**config.mk**
```make
export PLATFORM = sky130hd
export DESIGN_NAME = mesi_ctrl
export DESIGN_NICKNAME = d
export VERILOG_FILES = /design/src/rtl/mesi_ctrl_pkg.sv /design/src/rtl/mesi_rst_sync.sv /design/src/rtl/mesi_cmd_sel.sv /design/src/rtl/mesi_tag_store.sv /design/src/rtl/mesi_xfer.sv /design/src/rtl/mesi_ctrl.sv
export SDC_FILE = /design/constraint.sdc
export NUM_CORES = 1
export LEC_CHECK = 0
export BUFFER_PORTS_ARGS = -buffer_cell sky130_fd_sc_hd__buf_2
export CORE_ASPECT_RATIO = 0.7
export CORE_UTILIZATION = 50
export CTS_CLUSTER_DIAMETER = 150
export DETAILED_ROUTE_END_ITERATION = 10
export PLACE_DENSITY_LB_ADDON = 0.1
export SLEW_MARGIN = 0
export SYNTH_ARGS = -nofsm -noshare
export SYNTH_HDL_FRONTEND = slang
export SYNTH_SLANG_ARGS = --single-unit
```
**constraint.sdc**
```tcl
create_clock -name clk -period 4.7 [get_ports clk]
set_input_delay 0.94 -clock clk [delete_from_list [all_inputs] [get_ports clk]]
set_output_delay 0.94 -clock clk [all_outputs]
set_load 0.1 [all_outputs]
```
**src/rtl/mesi_ctrl_pkg.sv**
```systemverilog
package mesi_ctrl_pkg;
  typedef enum logic [1:0] {
    ST_I = 2'b00,
    ST_S = 2'b01,
    ST_E = 2'b10,
    ST_M = 2'b11
  } line_st_t;

  typedef enum logic [1:0] {
    ACT_NONE  = 2'd0,
    ACT_FLUSH = 2'd1,
    ACT_GET   = 2'd2,
    ACT_GETI  = 2'd3
  } bus_act_t;

  typedef enum logic [1:0] {
    CMD_CORE_RD  = 2'd0,
    CMD_CORE_WR  = 2'd1,
    CMD_SNP_GET  = 2'd2,
    CMD_SNP_GETI = 2'd3
  } cmd_t;

  typedef struct packed {
    line_st_t nxt;
    bus_act_t act;
    logic     shared;
    logic     tag_wr;
    logic     victim;
  } xfer_t;
endpackage

```
**src/rtl/mesi_rst_sync.sv**
```systemverilog
module mesi_rst_sync #(
  parameter int STAGES = 2
) (
  input  logic clk,
  input  logic rst_n,
  output logic rst_sync_n
);
  logic [STAGES-1:0] sync_q;
  logic [STAGES-1:0] sync_d;

  always_comb begin
    sync_d = {sync_q[STAGES-2:0], 1'b1};
  end

  always_ff @(posedge clk or negedge rst_n) begin
    if (!rst_n) sync_q <= '0;
    else        sync_q <= sync_d;
  end

  assign rst_sync_n = sync_q[STAGES-1];
endmodule

```
**src/rtl/mesi_cmd_sel.sv**
```systemverilog
module mesi_cmd_sel import mesi_ctrl_pkg::*; #(
  parameter int ADDR_W = 8
) (
  input  logic              core_vld,
  input  logic              core_wr,
  input  logic [ADDR_W-1:0] core_addr,
  input  logic              snp_vld,
  input  logic              snp_inv,
  input  logic [ADDR_W-1:0] snp_addr,
  output logic              cmd_vld,
  output cmd_t              cmd,
  output logic [ADDR_W-1:0] cmd_addr
);
  always_comb begin
    cmd_vld = core_vld | snp_vld;
    if (snp_vld) begin
      cmd      = snp_inv ? CMD_SNP_GETI : CMD_SNP_GET;
      cmd_addr = snp_addr;
    end else begin
      cmd      = core_wr ? CMD_CORE_WR : CMD_CORE_RD;
      cmd_addr = core_addr;
    end
  end
endmodule

```
**src/rtl/mesi_tag_store.sv**
```systemverilog
module mesi_tag_store import mesi_ctrl_pkg::*; #(
  parameter int LINES = 8,
  parameter int IDX_W = 3,
  parameter int TAG_W = 5
) (
  input  logic             clk,
  input  logic             rst_n,
  input  logic [IDX_W-1:0] rd_idx,
  output logic [TAG_W-1:0] rd_tag,
  output line_st_t         rd_st,
  input  logic             wr_en,
  input  logic [IDX_W-1:0] wr_idx,
  input  logic             wr_tag_en,
  input  logic [TAG_W-1:0] wr_tag,
  input  line_st_t         wr_st
);
  line_st_t         st_q  [LINES];
  logic [TAG_W-1:0] tag_q [LINES];

  for (genvar g = 0; g < LINES; g++) begin : g_line
    line_st_t st_d;
    logic     sel;

    always_comb begin
      sel  = wr_en && (wr_idx == IDX_W'(g));
      st_d = st_q[g];
      if (sel) st_d = wr_st;
    end

    always_ff @(posedge clk or negedge rst_n) begin
      if (!rst_n) st_q[g] <= ST_I;
      else        st_q[g] <= st_d;
    end

    always_ff @(posedge clk) begin
      if (sel && wr_tag_en) tag_q[g] <= wr_tag;
    end
  end

  assign rd_st  = st_q[rd_idx];
  assign rd_tag = tag_q[rd_idx];
endmodule

```
**src/rtl/mesi_xfer.sv**
```systemverilog
module mesi_xfer import mesi_ctrl_pkg::*; (
  input  cmd_t     cmd,
  input  logic     tag_hit,
  input  line_st_t cur_st,
  input  logic     shared_in,
  output xfer_t    xf
);
  line_st_t eff;
  logic     dirty_victim;

  always_comb begin
    eff          = tag_hit ? cur_st : ST_I;
    dirty_victim = !tag_hit && (cur_st == ST_M);

    xf        = '0;
    xf.nxt    = cur_st;
    xf.act    = ACT_NONE;

    unique case (cmd)
      CMD_CORE_RD: begin
        if (dirty_victim) begin
          xf.act = ACT_FLUSH; xf.nxt = ST_I; xf.victim = 1'b1;
        end else if (eff == ST_I) begin
          xf.act    = ACT_GET;
          xf.nxt    = shared_in ? ST_S : ST_E;
          xf.tag_wr = 1'b1;
        end
      end
      CMD_CORE_WR: begin
        if (dirty_victim) begin
          xf.act = ACT_FLUSH; xf.nxt = ST_I; xf.victim = 1'b1;
        end else begin
          xf.nxt = ST_M;
          if (eff == ST_I) begin
            xf.act = ACT_GETI; xf.tag_wr = 1'b1;
          end else if (eff == ST_S) begin
            xf.act = ACT_GETI;
          end
        end
      end
      CMD_SNP_GET: begin
        if (eff != ST_I) begin
          xf.shared = 1'b1;
          xf.nxt    = ST_S;
          if (eff == ST_M) xf.act = ACT_FLUSH;
        end
      end
      CMD_SNP_GETI: begin
        if (eff != ST_I) begin
          xf.nxt = ST_I;
          if (eff == ST_M) xf.act = ACT_FLUSH;
        end
      end
      default: ;
    endcase
  end
endmodule

```
**src/rtl/mesi_ctrl.sv**
```systemverilog
module mesi_ctrl import mesi_ctrl_pkg::*; #(
  parameter int ADDR_W = 8,
  parameter int LINES  = 8
) (
  input  logic              clk,
  input  logic              rst_n,
  input  logic              core_vld,
  input  logic              core_wr,
  input  logic [ADDR_W-1:0] core_addr,
  input  logic              snp_vld,
  input  logic              snp_inv,
  input  logic [ADDR_W-1:0] snp_addr,
  input  logic              bus_shared_i,
  output logic              shared_o,
  output logic [1:0]        act_o,
  output logic [ADDR_W-1:0] act_addr_o
);
  localparam int IDX_W = $clog2(LINES);
  localparam int TAG_W = ADDR_W - IDX_W;

  logic              rst_sync_n;
  logic              cmd_vld;
  cmd_t              cmd;
  logic [ADDR_W-1:0] cmd_addr;
  logic [IDX_W-1:0]  idx;
  logic [TAG_W-1:0]  tag;
  logic [TAG_W-1:0]  stored_tag;
  line_st_t          stored_st;
  logic              tag_hit;
  xfer_t             xf;

  mesi_rst_sync #(.STAGES(2)) u_rst (
    .clk(clk), .rst_n(rst_n), .rst_sync_n(rst_sync_n)
  );

  mesi_cmd_sel #(.ADDR_W(ADDR_W)) u_sel (
    .core_vld(core_vld), .core_wr(core_wr), .core_addr(core_addr),
    .snp_vld(snp_vld), .snp_inv(snp_inv), .snp_addr(snp_addr),
    .cmd_vld(cmd_vld), .cmd(cmd), .cmd_addr(cmd_addr)
  );

  assign idx     = cmd_addr[IDX_W-1:0];
  assign tag     = cmd_addr[ADDR_W-1:IDX_W];
  assign tag_hit = (stored_tag == tag);

  mesi_tag_store #(.LINES(LINES), .IDX_W(IDX_W), .TAG_W(TAG_W)) u_store (
    .clk(clk), .rst_n(rst_sync_n),
    .rd_idx(idx), .rd_tag(stored_tag), .rd_st(stored_st),
    .wr_en(cmd_vld), .wr_idx(idx), .wr_tag_en(xf.tag_wr),
    .wr_tag(tag), .wr_st(xf.nxt)
  );

  mesi_xfer u_xfer (
    .cmd(cmd), .tag_hit(tag_hit), .cur_st(stored_st),
    .shared_in(bus_shared_i), .xf(xf)
  );

  assign act_o      = cmd_vld ? xf.act : ACT_NONE;
  assign shared_o   = cmd_vld & xf.shared;
  assign act_addr_o = xf.victim ? {stored_tag, idx} : cmd_addr;
endmodule

```
Word level (Yosys, flattened, before mapping) --
Memories as Yosys holds them, arrays and structs flattened. Cells that the tools add are included.
Operators by class: mux-type cells 62, equal/unequal tests 14, reduce and logical (&&, ||, !) cells 30, order comparisons 1, bitwise logic cells 3
Operators by type and width (count):
- $mux 5 | 8
- $reduce_or 5->1 | 7
- $mux 1 | 30
- $mux 3 | 7
- $mux 2 | 9
- $logic_and 1x1->1 | 17
- $mux 4 | 4
- $mux 8 | 2
- $pmux 4 s4 | 1
- $eq 3x3->1 const B | 4
- $eq 2x2->1 const B | 4
- $bmux 2 s3 | 1
- $eq 3x2->1 const B | 2
- $eq 5x5->1 | 1
- $eq 2x1->1 const B | 2
- $ge 4x4->1 const B | 1
- $logic_not 2->1 | 2
- $not 3->4 | 1
- $eq 3x1->1 const B | 1
- $logic_not 3->1 | 1
- $reduce_bool 2->1 | 1
- $reduce_or 2->1 | 1
- $and 1x1->1 | 1
- $logic_not 1->1 | 1
- $or 1x1->1 | 1
Storage, ports and cells: flip-flop bits (word level) 18, bits in writable memories 40, output and inout port bits 11, memories kept 1
Memories:
- u_store.tag_q | depth 8, width 5, rd ports 1, clocked after memory_dff 0, wr ports 1, line mesi_tag_store.sv:18 | logic [TAG_W-1:0] tag_q [LINES];

Depth between registers and ports, before layout --
Gate-level depths: netlist of run 1.
depth after elaboration 21, depth in mapped cells 12, depth with buffers taken out 10

Modules after synthesis --
From an unflattened synthesis of run 1, not the netlist that was laid out.
Second synthesis, totals: cell total of the unflattened synthesis 184, area total of the unflattened synthesis 2982.9 µm²
By module, submodules not included:
- mesi_tag_store | times used 1, cells each 122, area each 2422.3 µm², sequential area each 1601.5 µm²
- mesi_xfer | times used 1, cells each 32, area each 212.7 µm², sequential area each 0.0 µm²
- mesi_cmd_sel | times used 1, cells each 12, area each 160.2 µm², sequential area each 0.0 µm²
- mesi_ctrl | times used 1, cells each 15, area each 133.9 µm², sequential area each 0.0 µm²
- mesi_rst_sync | times used 1, cells each 3, area each 53.8 µm², sequential area each 50.0 µm²

Least setup slack after synthesis of run 1 --
Ideal clock, no wire load.
path type input port to output port, from input port core_addr[0], to output port act_o[0], arrival time 4844 ps, buffers on the path 1, path slack -1084 ps, data required time 3760 ps, stages 8, path through buf_2 > mux2_1 > o32a_1 > o2111a_1 > o21a_1 > nor4b_4 > nand4_4 > o32ai_1
On the way: word-level cells in the longest chain between the ends 12
Ends and longest elaborated chain:
- from (decl) | line mesi_ctrl.sv:9 | input logic [ADDR_W-1:0] core_addr,
- $mux 8 * | line mesi_cmd_sel.sv:16 | if (snp_vld) begin
- branches (longest 9 deep; another with $mem_v2 8x5)
- $pmux 4 s4 * | line mesi_xfer.sv:19 | unique case (cmd)
- $mux 2 * | line mesi_ctrl.sv:58 | assign act_o = cmd_vld ? xf.act : ACT_NONE;
- to (decl) | line mesi_ctrl.sv:15 | output logic [1:0] act_o,
Mark *: on every way between the ends. The select of a mux whose other input is x is not followed.

Final worst setup path of run 1 --
from input port snp_vld, to output port act_o[0]
On the way: word-level cells in the longest chain between the ends 12
Ends and longest elaborated chain:
- from (decl) | line mesi_ctrl.sv:10 | input logic snp_vld,
- branches (longest 11 deep; another with $mem_v2 8x5)
- $mux 2 * | line mesi_ctrl.sv:58
Marked as above.

==> summary.md, run 1 <==
| Metric | Value |
|---|---|
| WS Path Type | `in -> out` |
| Non-filler cells, final | `between 400 and 500` |
| Clock Skew | `roughly 0.014 ns` |
| FF-to-FF path depth | `9` |
| Crit path to | `act_o[0]` |
| Inst Count DP | `around 400` |
| Register bit total from synthesis | `58` |
| Hold Fails Final Rpt | `0` |
| Largest delay share family, worst path | `simple AND/OR/NAND/NOR gates` |
| Distinct cells, synth | `between 50 and 60` |
| # DRC | `5` |
| Post-DP HPWL | `roughly 6200 um` |
| DR vias | `about 2500` |
| First-pass GRT wire length | `13340 um` |
| CP peak stage delay | `about 0.45 ns` |
| Buf/Inv on CP | `2` |
| Grt ovf | `0` |
| Top cells by count, synth | `edfxtp_1 (40), mux2i_1 (19), dfrtp_1 (18)` |
| Fmax | `around 220 MHz` |
| Drt total wl | `approximately 8500 um` |
| R2R Setup Slk | `around 1.2 ns` |
| Unrepaired setup endpoints after global routing | `no` |
| H-tree depth | `3` |
| Synth Flop Type | `edfxtp_1` |
| Number of synthesized flops with an enable pin | `40` |
| Critical R2R Launch | `u_store.tag_q[4][2]` |
| Starting DRT DRC Count | `between 200 and 300` |
| Final hold slack | `0.2675 ns` |
| Vias in the first global route | `2383` |
| # hold bufs at CTS | `0` |
| Final Critical Period | `between 4 and 5 ns` |
| Post-synthesis sequential area ratio | `50.71%` |
| CTS buffer count | `9` |
| RR Endpoint | `u_store.tag_q[7][2]` |
| Nets | `around 350` |
| Initial antenna violation count | `0` |
| Routed len/inst | `20.86 um` |
| Avg Synthesized Cell Area | `11.97 um2` |
| Share of cells above drive strength 1 | `~31%` |
| CP startpoint kind | `input port` |
| Mapped Area | `approximately 3300 um2` |
| Chip Width | `98.47 um` |
| Status | `finished, violations left` |
| Crit end category | `output pin` |
| Final Setup Violations | `0` |
| Cell Chain, Critical Path | `clkbuf_4 -> or3b_1 -> and2_4 -> o2111a_1 -> o21a_1 -> nor4b_4 -> nand4_4 -> o21a_1 -> a21oi_1 -> o32ai_2 -> clkbuf_4` |
| Net Count, Synth | `a little under 300` |
| Detail Route Antenna Nets | `0` |
| Initial core utilization | `between 50% and 60%` |
| Clock buffer depth | `2` |
| Slew @ Worst Pin | `between 1 and 1.5 ns` |
| All-layer global routing usage | `a little over a quarter` |
| Min-delay worst type | `reg -> async` |
| Yosys warning count | `0` |
| Latest clock arrival within the worst-skew pair | `0.35 ns` |
| Final GP Congestion | `0.9224` |
| Fin crit share | `just under 100%` |
| Post-synth top area share | `a little under two fifths` |
| CTS tree | `done` |
| Max Fanout on Critical Path | `22` |
| Worst VDD drop | `roughly 0.00021 V` |
| IO Port Bufs | `33` |
| Leakage | `1.544 nW` |
| CTS sink cnt | `between 50 and 60` |
| Num ports | `34` |
| Drt via density | `6.093` |
| Area leader, netlist | `edfxtp_1` |
| Syn Inst Count | `272` |
| Slew Limit Fails | `0` |
| Top post-synthesis cells by area | `edfxtp_1 (37%), dfrtp_1 (14%), mux2_2 (5.9%), mux2i_1 (5.8%), nor2_1 (2.0%)` |
| Path length in cells of the critical path | `11` |
| # Max-Cap Violations | `0` |
| Die area | `a little under 7000 um2` |
| Clock-pin slew on the worst setup and hold paths | `around 0.080 ns` |
| First-pass DRT Iterations | `11` |
| Die Height | `between 60 and 70 um` |
| Most common cell in the netlist | `edfxtp_1` |
| CP arrival | `about 3.7 ns` |
| Power per cell area | `439.4 nW/um2` |
| ANT cells | `0` |
| Clock Tree Root | `clkbuf_8` |
| Rows | `24` |
| Critical Path Source | `snp_vld` |
| Core area | `6246 um2` |
| Critical Path RT | `between 3 and 4 ns` |
| Slew headroom | `17.50%` |
| Slowest-stage cell, CP | `or3b_1` |
| Pin count of the biggest net entering global routing | `23` |
| Area delta synth->final | `20.86%` |
| Failing checks | `design-rule violations` |
| Asr flop ratio synth | `a little under a third` |
what timing repair did:
action                                  CTS  global route
endpoints found under the setup margin    0             1
buffers inserted                          0             0
endpoints found under the hold margin     0             0
gates resized for setup                   0             2
per-layer routing:
layer	vias up	GRT usage [%]	part of all wire, %
met4	0	8.955	1.0
met5	-	0	0
met2	129	33.41	39
met3	11	8.770	9.0
li1	1151	-	-
met1	1189	42.17	51
report_power, final:
| group | leakage [nW] | switching, mW | internal, mW | total (mW) |
|---|---|---|---|---|
| Combinational | 0.863 | 0.310 | 0.222 | 0.532 |
| Clock | 0.107 | 0.217 | 0.297 | 0.514 |
| Sequential | 0.574 | 0.0509 | 0.632 | 0.683 |
flip-flops by register name, summed over array words and instances (netlist names):
register / flops
u_store.st_q: 16
u_store.tag_q: 40
u_rst.sync_q: 2
final cells by class:
cell class / count / area [um2]
fill: 479 / 2310
clock inverter: 7 / 93.84
multi-input combinational: 190 / 1495
inverter: 11 / 41.29
sequential: 58 / 1652
timing repair buffer: 54 / 432.9
clock buffer: 9 / 123.9
tap: 78 / 97.59
through the flow:
step / setup slack (ns) / power [mW] / util, % / setup TNS [ns] / area (um2)
6_report: 0.1024 / 1.730 / 63.02 / 0 / 3936
3_3_place_gp: 0.1837 / 1.209 / 59.46 / 0 / 3714
3_5_place_dp: 0.09209 / 1.217 / 59.46 / 0 / 3714
5_1_grt: 0.006056 / 1.799 / 63.02 / 0 / 3936
4_1_cts: 0.08251 / 1.730 / 62.94 / 0 / 3931
2_1_floorplan: -0.2796 / 1.057 / - / -0.8093 / 3271
logic make-up (layout without fill, tap and decap cells):
group / Yosys count / in the layout / synth area share [%]
DFF: 58 / 58 / 50.71
xor gates and xnor gates: 3 / 3 / 1.037
other: 1 / 1 / 0.1151
AOI/OAI and AO/OA: 64 / 64 / 14.64
and+or+nand+nor: 76 / 76 / 13.64
buffers and inverters: 24 / 81 / 3.803
adders and majority gates: 1 / 1 / 0.3073
muxes: 45 / 45 / 15.75
cells in the final DEF, fill, tap and decap left out, types with 10 or more instances in the layout:
cell | Yosys | layout
mux2_2 | 17 | 17
nor3_1 | 11 | 11
mux2i_1 | 19 | 19
buf_2 | 6 | 24
o21ai_0 | 10 | 10
nand2_1 | 13 | 13
buf_4 | 5 | 21
nor2_1 | 17 | 16
edfxtp_1 | 40 | 40
dfrtp_1 | 18 | 18
worst min path at each step:
stage | end | from
finish | u_store.st_q[6] | u_rst.sync_q[1]
global route | u_store.st_q[14] | u_rst.sync_q[1]
CTS | u_store.st_q[8] | u_rst.sync_q[1]
detailed placement | u_store.st_q[8] | u_rst.sync_q[1]
global placement | u_store.st_q[8] | u_rst.sync_q[1]
floorplan | u_store.st_q[0] | u_rst.sync_q[1]
Note: power is estimated with default switching activity, not from simulation.
==> run 2, diff against run 1 <==
Settings changed: CORE_UTILIZATION 50 to 55, CTS_CLUSTER_SIZE from default to 20, PLACE_DENSITY_LB_ADDON 0.1 to 0.25.
==> run 2 against run 1 <==
Against the previous run: the run now ends clean; wire length rose by 2.1%; critical path depth unchanged; clock skew down 0.0017 ns; worst hold slack got worse by 0.0015 ns; utilization up 5.8 points; sequential power is essentially flat; power rose by 3.7%; critical path type unchanged; highest routed layer unchanged.
==> summary.md, run 2 (same netlist as run 1, synthesis figures left out) <==
| Metric | Value |
|---|---|
| Crit path to | `act_o[0] (unchanged)` |
| # DRC | `0 (was 5)` |
| Post-layout util | `68.84% (was 63.02%)` |
| Starting DRT DRC Count | `378 (was 267)` |
| WS Path Type | `in -> out (unchanged)` |
| Share of cells above drive strength 1 | `30.77% (was 30.70%)` |
| Chip Width | `93.98 um (was 98.47 um)` |
| IO Port Bufs | `33 (unchanged)` |
| CTS tree | `done (unchanged)` |
| Rows | `23 (was 24)` |
| Cell Chain, Critical Path | `clkbuf_4 -> or3b_1 -> and2_4 -> o2111a_1 -> o21a_1 -> nor4b_4 -> nand4_4 -> o21a_1 -> a21oi_1 -> o32ai_2 -> buf_2 (was clkbuf_4 -> or3b_1 -> and2_4 -> o2111a_1 -> o21a_1 -> nor4b_4 -> nand4_4 -> o21a_1 -> a21oi_1 -> o32ai_2 -> clkbuf_4)` |
| Largest register FFs | `40 (unchanged)` |
| Final GP Congestion | `0.9453 (was 0.9224)` |
| Slew Limit Fails | `0 (unchanged)` |
| Clock buffer depth | `2 (unchanged)` |
| FF-to-FF path depth | `10 (was 9)` |
| Wire length on met2 | `3564 um (was 3281 um)` |
| Inst Count DP | `384 (was 391)` |
| Fin crit share | `96.27% (was 97.82%)` |
| Max layer used | `met4 (unchanged)` |
| Drt via density | `6.465 (was 6.093)` |
| H-tree depth | `3 (unchanged)` |
| # hold bufs at CTS | `0 (unchanged)` |
| CP peak stage delay | `0.47 ns (was 0.45 ns)` |
| Biggest regs | `u_store.tag_q: 40 flops, u_store.st_q: 16 flops, u_rst.sync_q: 2 flops (unchanged)` |
| Buf/Inv on CP | `2 (unchanged)` |
| Core area | `5727 um2 (was 6246 um2)` |
| Post-DP HPWL | `6083 um (was 6203 um)` |
| Routed len/inst | `21.68 um (was 20.86 um)` |
| CP startpoint kind | `input port (unchanged)` |
| Area delta synth->final | `21.05% (was 20.86%)` |
| Crit end category | `output pin (unchanged)` |
| Largest reg by FF count | `u_store.tag_q (unchanged)` |
| Final Critical Period | `4.525 ns (was 4.598 ns)` |
| Critical Path RT | `3.76 ns (about the same)` |
| Grt ovf | `0 (unchanged)` |
| Num ports | `34 (unchanged)` |
| Clock Tree Root | `clkbuf_8 (unchanged)` |
| Die Height | `66.38 um (was 69.53 um)` |
| Largest delay share family, worst path | `simple AND/OR/NAND/NOR gates (unchanged)` |
| Met1 wire length | `3860 um (was 4360 um)` |
| Clock Skew | `0.01254 ns (was 0.01422 ns)` |
| Slowest-stage cell, CP | `or3b_1 (unchanged)` |
| DR vias | `2586 (was 2480)` |
| Die area | `6238 um2 (was 6846 um2)` |
| CTS sink cnt | `58 (unchanged)` |
| All-layer global routing usage | `30.04% (was 26.61%)` |
| Pin count of the biggest net entering global routing | `28 (was 23)` |
| First-pass GRT wire length | `13130 um (was 13340 um)` |
| Critical R2R Launch | `u_store.tag_q[4][2] (unchanged)` |
| Drt total wl | `8670 um (was 8490 um)` |
| Min-delay worst type | `reg -> async (unchanged)` |
| Hold Fails Final Rpt | `0 (unchanged)` |
| Path length in cells of the critical path | `11 (unchanged)` |
| ANT cells | `0 (unchanged)` |
| R2R Setup Slk | `1.26 ns (was 1.19 ns)` |
| RR Endpoint | `u_store.tag_q[5][3] (was u_store.tag_q[7][2])` |
| Worst path most repeated cell | `o21a_1` |
| # Max-Cap Violations | `0 (unchanged)` |
| Nets | `343 (was 347)` |
| Critical Path Source | `snp_vld (unchanged)` |
| Fmax | `221.0 MHz (was 217.5 MHz)` |
| Max Fanout on Critical Path | `27 (was 22)` |
| Non-filler cells, final | `400 (was 407)` |
| Leakage | `1.540 nW (was 1.544 nW)` |
| Final Setup Violations | `0 (unchanged)` |
| Slew headroom | `39.05% (was 17.50%)` |
| CP arrival | `3.58 ns (was 3.66 ns)` |
| WL met3 | `1078 um (was 760 um)` |
| Slew @ Worst Pin | `0.9046 ns (was 1.228 ns)` |
| Worst VDD drop | `0.0002461 V (was 0.0002118 V)` |
| Most common cell after layout, fill and taps aside | `edfxtp_1 (unchanged)` |
| Initial antenna violation count | `0 (unchanged)` |
| Detail Route Antenna Nets | `0 (unchanged)` |
| Latest clock arrival within the worst-skew pair | `0.36 ns (was 0.35 ns)` |
| CTS buffer count | `9 (unchanged)` |
| Clock-pin slew on the worst setup and hold paths | `0.08 ns (about the same)` |
| Status | `completed (was finished, violations left)` |
| Power per cell area | `455.0 nW/um2 (was 439.4 nW/um2)` |
| First-pass DRT Iterations | `6 (was 11)` |
| Vias in the first global route | `2334 (was 2383)` |
| Most frequent cells in the layout | `edfxtp_1 (40), buf_2 (25), mux2i_1 (19) (was edfxtp_1 (40), buf_2 (24), buf_4 (21))` |
| Unrepaired setup endpoints after global routing | `no (unchanged)` |
| Initial core utilization | `56.87% (was 52.14%)` |
==> run 2: cell types whose count changed in the layout (fill, tap and decap cells not counted), sizes merged <==
cell / previous run / this run
clkbuf: 11 / 10
inv: 11 / 13
clkinv: 4 / 1
buf: 52 / 49
bufinv: 2 / 3
==> run 2: worst min-delay path by stage <==
stage / startpoint / end / depth (start not counted)
after floorplan: u_rst.sync_q[1] / u_store.st_q[0] / 0
after global placement: u_rst.sync_q[1] / u_store.st_q[12] / 0
after detailed placement: u_rst.sync_q[1] / u_store.st_q[12] / 0
after CTS: u_rst.sync_q[1] / u_store.st_q[9] / 0
after global routing: u_rst.sync_q[1] / u_store.st_q[9] / 0
final: u_rst.sync_q[1] / u_store.st_q[9] / 0
==> run 2: routing by layer <==
layer,vias to the layer above,track usage [%]
met4,0,9.038
li1,1145,-
met2,171,40.60
met5,-,0
met3,27,11.49
met1,1243,44.02
==> run 2: power breakdown <==
group | internal (mW) | total, mW | switching [mW]
Clock | 0.356 | 0.582 | 0.226
Sequential | 0.632 | 0.684 | 0.0520
Combinational | 0.218 | 0.528 | 0.310
Total | 1.21 | 1.79 | 0.588
==> run 2: final cells by class <==
type                       count  area [um2]
fill                         404        1784
sequential                    58        1652
multi-input combinational    190        1508
timing repair buffer          50       400.4
clock buffer                   9       123.9
clock inverter                 7       123.9
tap                           75       93.84
inverter                      11       41.29
==> run 2: timing repair <==
item	4_1_cts	5_1_grt
setup endpoints to repair	0	2
resized for setup	0	3
setup buffers	0	0
==> run 2: worst reg2reg max path, delay by kind of cell, from the launching register on <==
| kind | cells | cell delay, ns |
|---|---|---|
| AO/OA/AOI/OAI | 2 | 0.32 |
| adder cells (fa/ha/maj) | 1 | 0.18 |
| buffers and inverters | 1 | 0.16 |
| flip-flops | 1 | 0.40 |
| AND/OR/NAND/NOR | 6 | 2.00 |
==> run 2: per-stage QoR <==
step           setup WS, ns  power, mW  setup TNS (ns)  hold WS (ns)  instance area, um2
2_1_floorplan       -0.2796      1.057         -0.8093        0.1998                3271
3_3_place_gp         0.2122      1.198               0        0.2696                3680
3_5_place_dp         0.1493      1.210               0        0.2839                3680
4_1_cts              0.1484      1.788               0        0.2857                3928
5_1_grt             0.03803      1.858               0        0.3375                3943
6_report             0.1753      1.794               0        0.2660                3943
